## config.mk

```make
export PLATFORM = sky130hd
export DESIGN_NAME = tc_credit_arbiter
export DESIGN_NICKNAME = d
export VERILOG_FILES = /design/src/rtl/tca_pkg.sv /design/src/rtl/tca_cfg_regs.sv /design/src/rtl/tca_credit_bank.sv /design/src/rtl/tca_pick.sv /design/src/rtl/tc_credit_arbiter.sv
export SDC_FILE = /design/constraint.sdc
export NUM_CORES = 2
export LEC_CHECK = 0
export CORE_AREA = 2 2 512 362
export DETAILED_ROUTE_END_ITERATION = 16
export DIE_AREA = 0 0 514 364
export DONT_BUFFER_PORTS = 1
export PLACE_DENSITY = 0.44
export SYNTH_ARGS = -nofsm -noshare
export SYNTH_HDL_FRONTEND = slang
export SYNTH_SLANG_ARGS = --single-unit
```

## constraint.sdc

```tcl
create_clock -name clk -period 18.6 [get_ports clk]
set_clock_uncertainty 0.2 [all_clocks]
set_input_delay 3.72 -clock clk [delete_from_list [all_inputs] [get_ports clk]]
set_output_delay 3.72 -clock clk [all_outputs]
set_load 0.05 [all_outputs]
```

## src/rtl/tca_pkg.sv

```systemverilog
package tca_pkg;

    typedef enum logic [1:0] {
        ST_IDLE   = 2'd0,
        ST_GRANT  = 2'd1,
        ST_REFILL = 2'd2
    } arb_state_e;

endpackage

```

## src/rtl/tca_cfg_regs.sv

```systemverilog
module tca_cfg_regs #(
    parameter int NUM_TC  = 8,
    parameter int NUM_GRP = 4,
    parameter int MAG_W   = 15,
    parameter int GRP_W   = 2
) (
    input  logic                       clk,
    input  logic                       rst_n,
    input  logic [NUM_TC*MAG_W-1:0]    in_cls_refill,
    input  logic [NUM_TC*MAG_W-1:0]    in_cls_max,
    input  logic [NUM_TC*GRP_W-1:0]    in_cls_grp,
    input  logic [NUM_TC-1:0]          in_cls_lsp,
    input  logic [NUM_TC-1:0]          in_cls_gsp,
    input  logic [NUM_GRP*MAG_W-1:0]   in_grp_refill,
    input  logic [NUM_GRP*MAG_W-1:0]   in_grp_max,
    output logic [NUM_TC*MAG_W-1:0]    q_cls_refill,
    output logic [NUM_TC*MAG_W-1:0]    q_cls_max,
    output logic [NUM_TC*GRP_W-1:0]    q_cls_grp,
    output logic [NUM_TC-1:0]          q_cls_lsp,
    output logic [NUM_TC-1:0]          q_cls_gsp,
    output logic [NUM_GRP*MAG_W-1:0]   q_grp_refill,
    output logic [NUM_GRP*MAG_W-1:0]   q_grp_max
);

    // Configuration is loaded only while reset is held.
    always_ff @(posedge clk) begin
        if (!rst_n) begin
            q_cls_refill <= in_cls_refill;
            q_cls_max    <= in_cls_max;
            q_cls_grp    <= in_cls_grp;
            q_cls_lsp    <= in_cls_lsp;
            q_cls_gsp    <= in_cls_gsp;
            q_grp_refill <= in_grp_refill;
            q_grp_max    <= in_grp_max;
        end
    end

    assert_cfg_frozen_R9: assert property (@(posedge clk) disable iff (!rst_n)
        $past(rst_n) |-> ($stable(q_cls_lsp) && $stable(q_cls_gsp) && $stable(q_cls_grp)
                          && $stable(q_cls_max) && $stable(q_grp_max)));

endmodule

```

## src/rtl/tca_credit_bank.sv

```systemverilog
module tca_credit_bank #(
    parameter int N      = 8,
    parameter int CRED_W = 16,
    parameter int IDX_W  = 3
) (
    input  logic                      clk,
    input  logic                      rst_n,
    input  logic                      refill_en,
    input  logic                      debit_en,
    input  logic [IDX_W-1:0]          debit_idx,
    input  logic [CRED_W-2:0]         debit_cost,
    input  logic [N*(CRED_W-1)-1:0]   refill_val,
    input  logic [N*(CRED_W-1)-1:0]   max_val,
    output logic [N*CRED_W-1:0]       bal_flat
);

    localparam int MAG_W = CRED_W - 1;
    localparam int EXT_W = CRED_W + 1;
    localparam logic [EXT_W-1:0] FLOOR_BITS = {2'b11, {(CRED_W-1){1'b0}}};

    for (genvar e = 0; e < N; e++) begin : g_ent
        logic signed [CRED_W-1:0] bal_q;
        logic signed [CRED_W-1:0] bal_d;
        logic signed [EXT_W-1:0]  cur_x;
        logic signed [EXT_W-1:0]  ref_x;
        logic signed [EXT_W-1:0]  cap_x;
        logic signed [EXT_W-1:0]  cost_x;
        logic signed [EXT_W-1:0]  floor_x;
        logic signed [EXT_W-1:0]  add_x;
        logic signed [EXT_W-1:0]  sub_x;

        always_comb begin
            cur_x   = {bal_q[CRED_W-1], bal_q};
            ref_x   = {2'b00, refill_val[e*MAG_W +: MAG_W]};
            cap_x   = {2'b00, max_val[e*MAG_W +: MAG_W]};
            cost_x  = {2'b00, debit_cost};
            floor_x = FLOOR_BITS;
            add_x   = cur_x + ref_x;
            sub_x   = cur_x - cost_x;
            bal_d   = bal_q;
            if (refill_en) begin
                bal_d = (add_x > cap_x) ? cap_x[CRED_W-1:0] : add_x[CRED_W-1:0];
            end else if (debit_en && (debit_idx == IDX_W'(e))) begin
                bal_d = (sub_x < floor_x) ? floor_x[CRED_W-1:0] : sub_x[CRED_W-1:0];
            end
        end

        always_ff @(posedge clk) begin
            if (!rst_n) bal_q <= '0;
            else        bal_q <= bal_d;
        end

        assign bal_flat[e*CRED_W +: CRED_W] = bal_q;

        assert_bal_capped_R5: assert property (@(posedge clk) disable iff (!rst_n)
            bal_q <= cap_x);
    end

endmodule

```

## src/rtl/tca_pick.sv

```systemverilog
module tca_pick #(
    parameter int NUM_TC  = 8,
    parameter int NUM_GRP = 4,
    parameter int CRED_W  = 16,
    parameter int GRP_W   = 2,
    parameter int TC_W    = 3
) (
    input  logic                      clk,
    input  logic                      rst_n,
    input  logic [NUM_TC-1:0]         req,
    input  logic [NUM_TC-1:0]         lsp,
    input  logic [NUM_TC-1:0]         gsp,
    input  logic [NUM_TC*GRP_W-1:0]   cls_grp,
    input  logic [NUM_TC*CRED_W-1:0]  cls_bal,
    input  logic [NUM_GRP*CRED_W-1:0] grp_bal,
    output logic [NUM_TC-1:0]         win,
    output logic [TC_W-1:0]           win_idx,
    output logic                      any_elig
);

    logic [NUM_GRP-1:0] grp_pos;
    logic [NUM_TC-1:0]  own_pos;
    logic [NUM_TC-1:0]  grp_ok;
    logic [NUM_TC-1:0]  lsp_elig;
    logic [NUM_TC-1:0]  norm_elig;
    logic [NUM_TC-1:0]  cand;

    for (genvar g = 0; g < NUM_GRP; g++) begin : g_grp
        assign grp_pos[g] = ($signed(grp_bal[g*CRED_W +: CRED_W]) > 0);
    end

    for (genvar c = 0; c < NUM_TC; c++) begin : g_cls
        assign own_pos[c] = ($signed(cls_bal[c*CRED_W +: CRED_W]) > 0);
        assign grp_ok[c]  = grp_pos[cls_grp[c*GRP_W +: GRP_W]];
    end

    assign lsp_elig  = req & lsp;
    assign norm_elig = req & ~lsp & grp_ok & (gsp | own_pos);
    assign cand      = (|lsp_elig) ? lsp_elig : norm_elig;
    assign any_elig  = |cand;

    always_comb begin
        win_idx = '0;
        for (int i = 0; i < NUM_TC; i++) begin
            if (cand[i]) win_idx = TC_W'(i);
        end
        win = '0;
        if (any_elig) win[win_idx] = 1'b1;
    end

    assert_win_onehot_R3: assert property (@(posedge clk) disable iff (!rst_n)
        any_elig |-> $onehot(win));

    assert_win_requested_R3: assert property (@(posedge clk) disable iff (!rst_n)
        (win & ~req) == '0);

    assert_lsp_first_R6: assert property (@(posedge clk) disable iff (!rst_n)
        (|(req & lsp)) |-> (|(win & lsp)));

endmodule

```

## src/rtl/tc_credit_arbiter.sv

```systemverilog
module tc_credit_arbiter
    import tca_pkg::*;
#(
    parameter int NUM_TC     = 8,
    parameter int NUM_GRP    = 4,
    parameter int CRED_W     = 16,
    parameter int LEN_W      = 16,
    parameter int UNIT_SHIFT = 6
) (
    input  logic                                clk,
    input  logic                                rst_n,
    input  logic [NUM_TC-1:0]                   req,
    input  logic                                done,
    input  logic [LEN_W-1:0]                    done_len,
    input  logic [NUM_TC*(CRED_W-1)-1:0]        cfg_cls_refill,
    input  logic [NUM_TC*(CRED_W-1)-1:0]        cfg_cls_max,
    input  logic [NUM_TC*$clog2(NUM_GRP)-1:0]   cfg_cls_grp,
    input  logic [NUM_TC-1:0]                   cfg_cls_lsp,
    input  logic [NUM_TC-1:0]                   cfg_cls_gsp,
    input  logic [NUM_GRP*(CRED_W-1)-1:0]       cfg_grp_refill,
    input  logic [NUM_GRP*(CRED_W-1)-1:0]       cfg_grp_max,
    output logic [NUM_TC-1:0]                   grant
);

    localparam int TC_W   = $clog2(NUM_TC);
    localparam int GRP_W  = $clog2(NUM_GRP);
    localparam int MAG_W  = CRED_W - 1;
    localparam int COST_W = LEN_W - UNIT_SHIFT;

    logic [NUM_TC*MAG_W-1:0]    q_cls_refill;
    logic [NUM_TC*MAG_W-1:0]    q_cls_max;
    logic [NUM_TC*GRP_W-1:0]    q_cls_grp;
    logic [NUM_TC-1:0]          q_cls_lsp;
    logic [NUM_TC-1:0]          q_cls_gsp;
    logic [NUM_GRP*MAG_W-1:0]   q_grp_refill;
    logic [NUM_GRP*MAG_W-1:0]   q_grp_max;

    logic [NUM_TC*CRED_W-1:0]   cls_bal;
    logic [NUM_GRP*CRED_W-1:0]  grp_bal;

    logic [NUM_TC-1:0]          win;
    logic [TC_W-1:0]            win_idx;
    logic                       any_elig;

    arb_state_e                 state_q;
    arb_state_e                 state_d;
    logic [NUM_TC-1:0]          grant_q;
    logic [TC_W-1:0]            held_idx;
    logic [GRP_W-1:0]           held_grp;
    logic                       held_lsp;
    logic [COST_W-1:0]          cost_units;
    logic [MAG_W-1:0]           debit_cost;
    logic                       refill_en;
    logic                       debit_en;

    tca_cfg_regs #(
        .NUM_TC (NUM_TC),
        .NUM_GRP(NUM_GRP),
        .MAG_W  (MAG_W),
        .GRP_W  (GRP_W)
    ) u_cfg (
        .clk          (clk),
        .rst_n        (rst_n),
        .in_cls_refill(cfg_cls_refill),
        .in_cls_max   (cfg_cls_max),
        .in_cls_grp   (cfg_cls_grp),
        .in_cls_lsp   (cfg_cls_lsp),
        .in_cls_gsp   (cfg_cls_gsp),
        .in_grp_refill(cfg_grp_refill),
        .in_grp_max   (cfg_grp_max),
        .q_cls_refill (q_cls_refill),
        .q_cls_max    (q_cls_max),
        .q_cls_grp    (q_cls_grp),
        .q_cls_lsp    (q_cls_lsp),
        .q_cls_gsp    (q_cls_gsp),
        .q_grp_refill (q_grp_refill),
        .q_grp_max    (q_grp_max)
    );

    // Frame cost in 64-byte units, remainder dropped.
    assign cost_units = done_len[LEN_W-1:UNIT_SHIFT];
    assign debit_cost = MAG_W'(cost_units);
    assign held_grp   = q_cls_grp[held_idx*GRP_W +: GRP_W];
    assign held_lsp   = q_cls_lsp[held_idx];
    assign refill_en  = (state_q == ST_REFILL);
    assign debit_en   = (state_q == ST_GRANT) && done && !held_lsp;

    tca_credit_bank #(
        .N     (NUM_TC),
        .CRED_W(CRED_W),
        .IDX_W (TC_W)
    ) u_cls_bank (
        .clk       (clk),
        .rst_n     (rst_n),
        .refill_en (refill_en),
        .debit_en  (debit_en),
        .debit_idx (held_idx),
        .debit_cost(debit_cost),
        .refill_val(q_cls_refill),
        .max_val   (q_cls_max),
        .bal_flat  (cls_bal)
    );

    tca_credit_bank #(
        .N     (NUM_GRP),
        .CRED_W(CRED_W),
        .IDX_W (GRP_W)
    ) u_grp_bank (
        .clk       (clk),
        .rst_n     (rst_n),
        .refill_en (refill_en),
        .debit_en  (debit_en),
        .debit_idx (held_grp),
        .debit_cost(debit_cost),
        .refill_val(q_grp_refill),
        .max_val   (q_grp_max),
        .bal_flat  (grp_bal)
    );

    tca_pick #(
        .NUM_TC (NUM_TC),
        .NUM_GRP(NUM_GRP),
        .CRED_W (CRED_W),
        .GRP_W  (GRP_W),
        .TC_W   (TC_W)
    ) u_pick (
        .clk     (clk),
        .rst_n   (rst_n),
        .req     (req),
        .lsp     (q_cls_lsp),
        .gsp     (q_cls_gsp),
        .cls_grp (q_cls_grp),
        .cls_bal (cls_bal),
        .grp_bal (grp_bal),
        .win     (win),
        .win_idx (win_idx),
        .any_elig(any_elig)
    );

    // State register.
    always_ff @(posedge clk) begin
        if (!rst_n) state_q <= ST_IDLE;
        else        state_q <= state_d;
    end

    // Transitions.
    always_comb begin
        state_d = state_q;
        unique case (state_q)
            ST_IDLE: begin
                if (any_elig)  state_d = ST_GRANT;
                else if (|req) state_d = ST_REFILL;
            end
            ST_GRANT: begin
                if (done) state_d = ST_IDLE;
            end
            ST_REFILL: state_d = ST_IDLE;
            default:   state_d = ST_IDLE;
        endcase
    end

    // Outputs: grant and the index it refers to.
    always_ff @(posedge clk) begin
        if (!rst_n) begin
            grant_q  <= '0;
            held_idx <= '0;
        end else if (state_q == ST_IDLE && any_elig) begin
            grant_q  <= win;
            held_idx <= win_idx;
        end else if (state_q == ST_GRANT && done) begin
            grant_q  <= '0;
        end
    end

    assign grant = grant_q;

    assert_grant_onehot_R2: assert property (@(posedge clk) disable iff (!rst_n)
        $onehot0(grant_q));

    assert_grant_hold_R2: assert property (@(posedge clk) disable iff (!rst_n)
        ((|grant_q) && !done) |=> $stable(grant_q));

    assert_done_in_grant_R2: assert property (@(posedge clk) disable iff (!rst_n)
        done |-> (|grant_q));

    assert_grant_requested_R3: assert property (@(posedge clk) disable iff (!rst_n)
        $rose(|grant_q) |-> (|(grant_q & $past(req))));

endmodule

```

; Yosys cells after proc, flatten, opt, wreduce, memory -nomap -nowiden
; Index checks and enable logic that the tools add are counted.
[totals]
regBits = 597
out_inout_bits = 8
wordCells = 234
[classes]
eq_ne = 14
n_shift = 1
n_mux = 83
n_bitwise = 6
add_sub_neg = 24
n_lt_le_gt_ge = 47
reduce_logical = 37
[op_table]
columns = op, n
row1 = $mux W16, 48
row2 = $add A16 B16 Y17, 12
row3 = $gt A17 B16 Y1, 12
row4 = $lt A17 B16 Y1 const B, 12
row5 = $sub A16 B11 Y17, 12
row6 = $gt A16 B1 Y1 const B, 12
row7 = $and A8 B8 Y8, 4
row8 = $mux W8, 4
row9 = $reduce_bool A2 Y1, 13
row10 = $lt A2 B3 Y1 const B, 8
row11 = $reduce_or A8 Y1, 3
row12 = $mux W3, 6
row13 = $bmux W1 S2, 8
row14 = $logic_and A1 B1 Y1, 16
row15 = $shiftx A16 B5 Y2, 1
row16 = $eq A3 B3 Y1 const B, 4
row17 = $mux W1, 11
row18 = $lt A3 B4 Y1 const B, 2
row19 = $not A8 Y8, 1
row20 = $or A8 B8 Y8, 1
row21 = $eq A2 B2 Y1 const B, 3
row22 = $eq A3 B2 Y1 const B, 2
row23 = $mux W2, 3
row24 = $eq A2 B1 Y1 const B, 2
row25 = 11 further kinds, 12

; Longest topological paths before layout
[logic_depth]
word_depth = 19
ltp_mapped = 22
ltp_nobuf = 21

; By module
; Synthesis repeated with hierarchy kept, for this count alone.
[unflattened]
hier_cells = 4672
hier_area_um2 = 44968.1
[by_module_without_submodules]
columns = module, instances, area_each_um2, seq_area_each_um2, cells_per_inst
row1 = tca_credit_bank (u_cls_bank), 1, 20557.2, 2562.5, 2662
row2 = tca_cfg_regs, 1, 11775.0, 11771.3, 393
row3 = tca_credit_bank (u_grp_bank), 1, 10933.0, 1281.2, 1423
row4 = tca_pick, 1, 962.2, 0.0, 125
row5 = tc_credit_arbiter, 1, 740.7, 260.2, 69

; Least setup slack after synthesis
; OpenSTA, ideal clock, no wires.
[synth_timing]
path_kind = input port to flip-flop
start = input rst_n
end = register u_cfg.q_cls_grp[0], enable pin
arrival_time_ns = 15.007
path_stages = 4
setup_time_ns = 0.907
t_required_ns = 17.493
path_slack_ns = 2.486
n_path_buf = 3
cell_sequence = clkbuf_1 > clkinv_1 > clkbuf_1 > buf_1
[synth_rtl]
columns = item, line
row1 = "start, declared", tc_credit_arbiter.sv:11  ; input logic rst_n,
row2 = "end signal, assigned", tca_cfg_regs.sv:30  ; q_cls_grp <= in_cls_grp;
row3 = "end, declared", tca_cfg_regs.sv:18  ; output logic [NUM_TC*GRP_W-1:0] q_cls_grp,
; No word-level cell between the ends.

; Worst setup path in the final report
[layout_timing]
start = register u_cfg.q_grp_refill[0]
end = register u_grp_bank.g_ent[0].bal_q[6]
[layout_between]
elab_chain_cells = 4
[layout_rtl]
columns = item, line
row1 = "start, declared", tca_cfg_regs.sv:21  ; output logic [NUM_GRP*MAG_W-1:0] q_grp_refill,
row2 = "start signal, assigned", tca_cfg_regs.sv:33  ; q_grp_refill <= in_grp_refill;
row3 = $add A16 B16 Y17 *, tca_credit_bank.sv:38  ; add_x = cur_x + ref_x;
row4 = $gt A17 B16 Y1, tca_credit_bank.sv:42  ; bal_d = (add_x > cap_x) ? cap_x[CRED_W-1:0] : add_x[CRED_W-1:0];
row5 = $mux W16 *, tca_credit_bank.sv:42
row6 = $mux W16 *, tca_credit_bank.sv:41  ; if (refill_en) begin
row7 = "end signal, assigned", tca_credit_bank.sv:50  ; else bal_q <= bal_d;
row8 = "end, declared", tca_credit_bank.sv:22  ; logic signed [CRED_W-1:0] bal_q;
; Every way passes the cells marked *; elsewhere a longest branch is shown, timed or not.
; A chain may end at the register's enable or synchronous reset.

==> key figures <==
Outcome
  – Outcome: finished, final reports clean

CTS
  – Count of clock tree sinks: between 500 and 600
  – Post-CTS setup repair buffer count: 0
  – Maximum level of the CTS H-tree: 3
  – Number of hold-repair buffers added at the cts stage: 0
  – Clock insertion delay at the later pin of the skew report: 0.67 ns
  – Clock root cell: sky130_fd_sc_hd__clkbuf_16
  – Worst-case clock buffer depth: 3
  – Post-CTS clock slew at the launch and capture registers of the worst setup and hold paths: 0.06 ns
  – TritonCTS clock tree: built
  – Quantity of gates resized following cts: 0
  – Number of buffers created by CTS: between 70 and 80

Global route
  – Total global-route track usage: roughly 15%
  – Vias in the first global route: approximately 32k
  – Number of antenna violations at the first check in global routing: 79
  – First-pass GRT wire length: about 210000 um
  – Maximum number of pins on one net before global-route repair: roughly 140
  – Congestion Overflow GR: 0

Setup path
  – Required time at the worst-slack endpoint: between 15 and 20 ns
  – Launch point of the worst reg-to-reg path: u_cfg.q_grp_refill[0]
  – Register-to-Register Path Depth: 22
  – Slack of the worst reg-to-reg path: roughly 11 ns
  – Maximum fanout encountered on the critical timing path: 9
  – Worst r2r dst: u_grp_bank.g_ent[0].bal_q[6]
  – CP Capture Type: flop
  – Category of the worst setup path launch point: flop
  – CP Class: reg -> reg
  – Arrival @ worst endpoint: 7.57 ns

Floorplan
  – Count of standard-cell rows: roughly 130
  – Die outline area: 0.187 mm^2
  – Initial cell density of the core: 22.8%
  – Die Y-Extent: around 360 um
  – Core area: ~0.18 mm^2
  – X dimension of the die: 514 um
  – Number of ports placed on the die boundary: between 400 and 500

Logic synthesis
  – Most repeated cell in the gate-level netlist after synthesis: sky130_fd_sc_hd__ha_1
  – Netlist area before placement: approximately 0.042 mm^2
  – Combinational family with the most area after synthesis: compound AO/OA/AOI/OAI gates
  – Number of distinct standard cells referenced by the synthesized netlist: 100
  – Gate count after technology mapping: between 4k and 5k
  – Arithmetic-cell share of the synthesized area counting full adders, half adders and majority gates: 15.6%
  – Synthesized flop and latch total: between 500 and 600
  – Average cell area after synthesis: 9.63 um^2
  – Yosys warning total: 0
  – Post-synthesis compound-gate area fraction: 21.0%
  – Simple-gate share of the synthesized area: about an eighth
  – Post-synthesis xor/xnor area fraction: under 10%
  – Library cell occupying the most area in the post-synthesis netlist: sky130_fd_sc_hd__edfxtp_1
  – Most used flip-flop cell after synthesis: sky130_fd_sc_hd__edfxtp_1
  – Yosys top cell area share: between 20% and 30%
  – Number of enable flip-flop cells after synthesis: 392
  – Synth top area cells: sky130_fd_sc_hd__edfxtp_1 28%, sky130_fd_sc_hd__ha_1 14%, sky130_fd_sc_hd__dfxtp_1 9.8%, sky130_fd_sc_hd__a21oi_1 4.5%, sky130_fd_sc_hd__xnor2_1 3.4%
  – Ys async rst share: 0%
  – Leading cell types by count after synthesis: 480 x sky130_fd_sc_hd__ha_1, 392 x sky130_fd_sc_hd__edfxtp_1, 377 x sky130_fd_sc_hd__a21oi_1
  – Fraction of synthesized area in multiplexers: under 10%
  – Seq/Total Area, Yosys: 38.1%
  – Syn_nets: 5251

Timing
  – Share of the clock period used by the worst path after layout: between 30% and 40%
  – Max frequency: between 100 and 150 MHz
  – Smallest hold slack: between 0.3 and 0.4 ns
  – Pins over their slew limit: 0
  – Worst slew margin: about a quarter
  – Time the final worst path needs with I/O delays and setup: roughly 7.2 ns
  – Final hold viol count: 0
  – Final setup fails: 0
  – Slew at the pin with the worst max-slew slack: approximately 1.1 ns
  – Unrepaired setup endpoints after global routing: false
  – Setup TNS: 0 ns
  – Smallest setup slack after layout: 11.36 ns

Routing
  – Wire length after detailed routing: 147000 um
  – Count of vias placed by the detailed router: 33.5k
  – First-pass detailed-route iteration total: 5
  – Average detailed-routed wire length per instance: 21.5 um
  – Via density per instance: 4.91
  – Number of nets still failing antenna checks after routing: 0
  – Detailed Route Iter0 Violations: 2371
  – Number of remaining DRC errors: 0

Layout
  – Area added between synthesis and finish: 13.1%
  – Nets: 5250
  – Final design utilization: between 20% and 30%
  – Share of layout cells above drive strength 1: under 10%

Min path
  – Number of stages on the worst hold path: 2
  – Endpoint of the worst hold path: u_cls_bank.g_ent[2].bal_q[12]
  – Class of the most critical hold timing path: reg -> reg
  – Min-Delay Startpoint: u_cls_bank.g_ent[2].bal_q[12]

Power
  – Total design power: approximately 0.0044 W
  – Largest vdd supply drop: about 0.074 mV
  – Leakage: between 15 and 20 nW
  – Ratio of total power to cell area: just over 90 mW/mm^2

Placement
  – Buffers on Ports: 0
  – Final Wtd Congestion: around 0.82
  – Setup slack at placement: 10.82 ns
  – Detailed Place HPWL: between 100000 and 150000 um

Job
  – Max-cap violation count: 0
[worst max path at each step]
| stage | startpoint | end |
|---|---|---|
| 2_1_floorplan | rst_n | u_cfg.q_cls_grp[0] |
| 3_3_place_gp | done_len[7] | u_grp_bank.g_ent[1].bal_q[14] |
| 3_5_place_dp | done_len[7] | u_grp_bank.g_ent[1].bal_q[14] |
| 4_1_cts | u_cfg.q_grp_refill[0] | u_grp_bank.g_ent[0].bal_q[6] |
| 5_1_grt | u_cfg.q_grp_refill[0] | u_grp_bank.g_ent[0].bal_q[6] |
| 6_report | u_cfg.q_grp_refill[0] | u_grp_bank.g_ent[0].bal_q[6] |
[sequential cells by signal, indices dropped and copies added, names as in the netlist, 16 cells and up]
| register | flops |
|---|---|
| u_cfg.q_grp_max | 60 |
| u_cfg.q_cls_max | 120 |
| u_cfg.q_cls_grp | 16 |
| u_grp_bank.g_ent.bal_q | 64 |
| u_cls_bank.g_ent.bal_q | 128 |
| u_cfg.q_cls_refill | 120 |
| u_cfg.q_grp_refill | 60 |
[worst max-delay path, cell delays in order (launching register included)]
cell	delay (ns)
sky130_fd_sc_hd__edfxtp_1	0.47
sky130_fd_sc_hd__ha_1	0.29
sky130_fd_sc_hd__fa_1	0.44
sky130_fd_sc_hd__a2111oi_0	0.45
sky130_fd_sc_hd__nor3_1	0.18
sky130_fd_sc_hd__o41ai_2	0.50
sky130_fd_sc_hd__nor2_1	0.14
sky130_fd_sc_hd__a2111oi_2	0.53
sky130_fd_sc_hd__nor2b_1	0.13
sky130_fd_sc_hd__nor2_1	0.14
sky130_fd_sc_hd__xnor2_1	0.11
sky130_fd_sc_hd__ha_1	0.30
sky130_fd_sc_hd__nand4_1	0.17
sky130_fd_sc_hd__nor3_1	0.48
sky130_fd_sc_hd__o21ai_0	0.16
sky130_fd_sc_hd__a21oi_1	0.29
sky130_fd_sc_hd__o21ai_0	0.18
sky130_fd_sc_hd__a21boi_0	0.15
sky130_fd_sc_hd__o211ai_1	0.91
sky130_fd_sc_hd__buf_4	0.37
sky130_fd_sc_hd__mux2_2	0.35
sky130_fd_sc_hd__nand2_1	0.07
sky130_fd_sc_hd__a31oi_1	0.09
[cells by family (layout without fill, tap and decap cells)]
| group | count (synthesis) | count (layout) |
|---|---|---|
| muxes | 149 | 149 |
| DFF | 597 | 597 |
| AOI/OAI and AO/OA | 1347 | 1347 |
| xor gates and xnor gates | 223 | 223 |
| adders and majority gates | 506 | 506 |
| buffers and inverters | 402 | 462 |
| and+or+nand+nor | 1104 | 1104 |
| other | 0 | 21 |
[layout make-up]
cell class	count	area, um^2
repair buffers	33	273
multi-input cells	3329	24300
flip-flops and latches	597	15900
well taps	2412	3020
inverters	291	1100
fillers	19400	136000
clock inverters	51	532
diodes	21	52.6
clock buffers	87	1980
[cells in the final DEF (no fill, tap or decap), types with 24 or more instances in the layout]
cell type                   count
sky130_fd_sc_hd__o21a_1        62
sky130_fd_sc_hd__nand2_1      216
sky130_fd_sc_hd__o211ai_1      28
sky130_fd_sc_hd__o22ai_1      108
sky130_fd_sc_hd__buf_4         31
sky130_fd_sc_hd__xnor2_1      161
sky130_fd_sc_hd__nand2b_1      53
sky130_fd_sc_hd__fa_1          24
sky130_fd_sc_hd__edfxtp_1     392
sky130_fd_sc_hd__nand4_1       35
sky130_fd_sc_hd__nor4_1        45
sky130_fd_sc_hd__nand3_1       80
sky130_fd_sc_hd__a211oi_1      58
sky130_fd_sc_hd__clkbuf_16     77
sky130_fd_sc_hd__inv_1        280
sky130_fd_sc_hd__nor3_1       150
sky130_fd_sc_hd__nor2_1       317
sky130_fd_sc_hd__xor2_1        62
sky130_fd_sc_hd__a21oi_1      374
sky130_fd_sc_hd__o21ai_0      245
sky130_fd_sc_hd__or3_1         34
sky130_fd_sc_hd__dfxtp_1      205
sky130_fd_sc_hd__mux2i_1      127
sky130_fd_sc_hd__o21bai_1      33
sky130_fd_sc_hd__and3_1        26
sky130_fd_sc_hd__a21o_1       101
sky130_fd_sc_hd__o31ai_1       35
sky130_fd_sc_hd__a31oi_1       40
sky130_fd_sc_hd__nor2b_1       47
sky130_fd_sc_hd__ha_1         480
[metal layers]
metal	vias to the layer above	global-route usage, %	part of all wire (%)
met5	-	0	0.23
met3	267	4.22	7.6
met4	54	5.21	3.4
met2	914	21.9	41
li1	16500	-	-
met1	15800	21.4	48
[through the flow]
step,std cells,instance area (um^2)
2_1_floorplan,4328,41700
3_3_place_gp,6662,44600
3_5_place_dp,6662,44600
4_1_cts,6800,47100
5_1_grt,6812,47100
6_report,6821,47200
[power by group]
group	internal (W)	switching, W	total [W]
Combinational	0.000488	0.000725	0.00121
Sequential	0.00152	0.0000976	0.00162
Clock	0.000883	0.000667	0.00155
Total	0.00289	0.00149	0.00438
(Power assumes the default switching activity.)
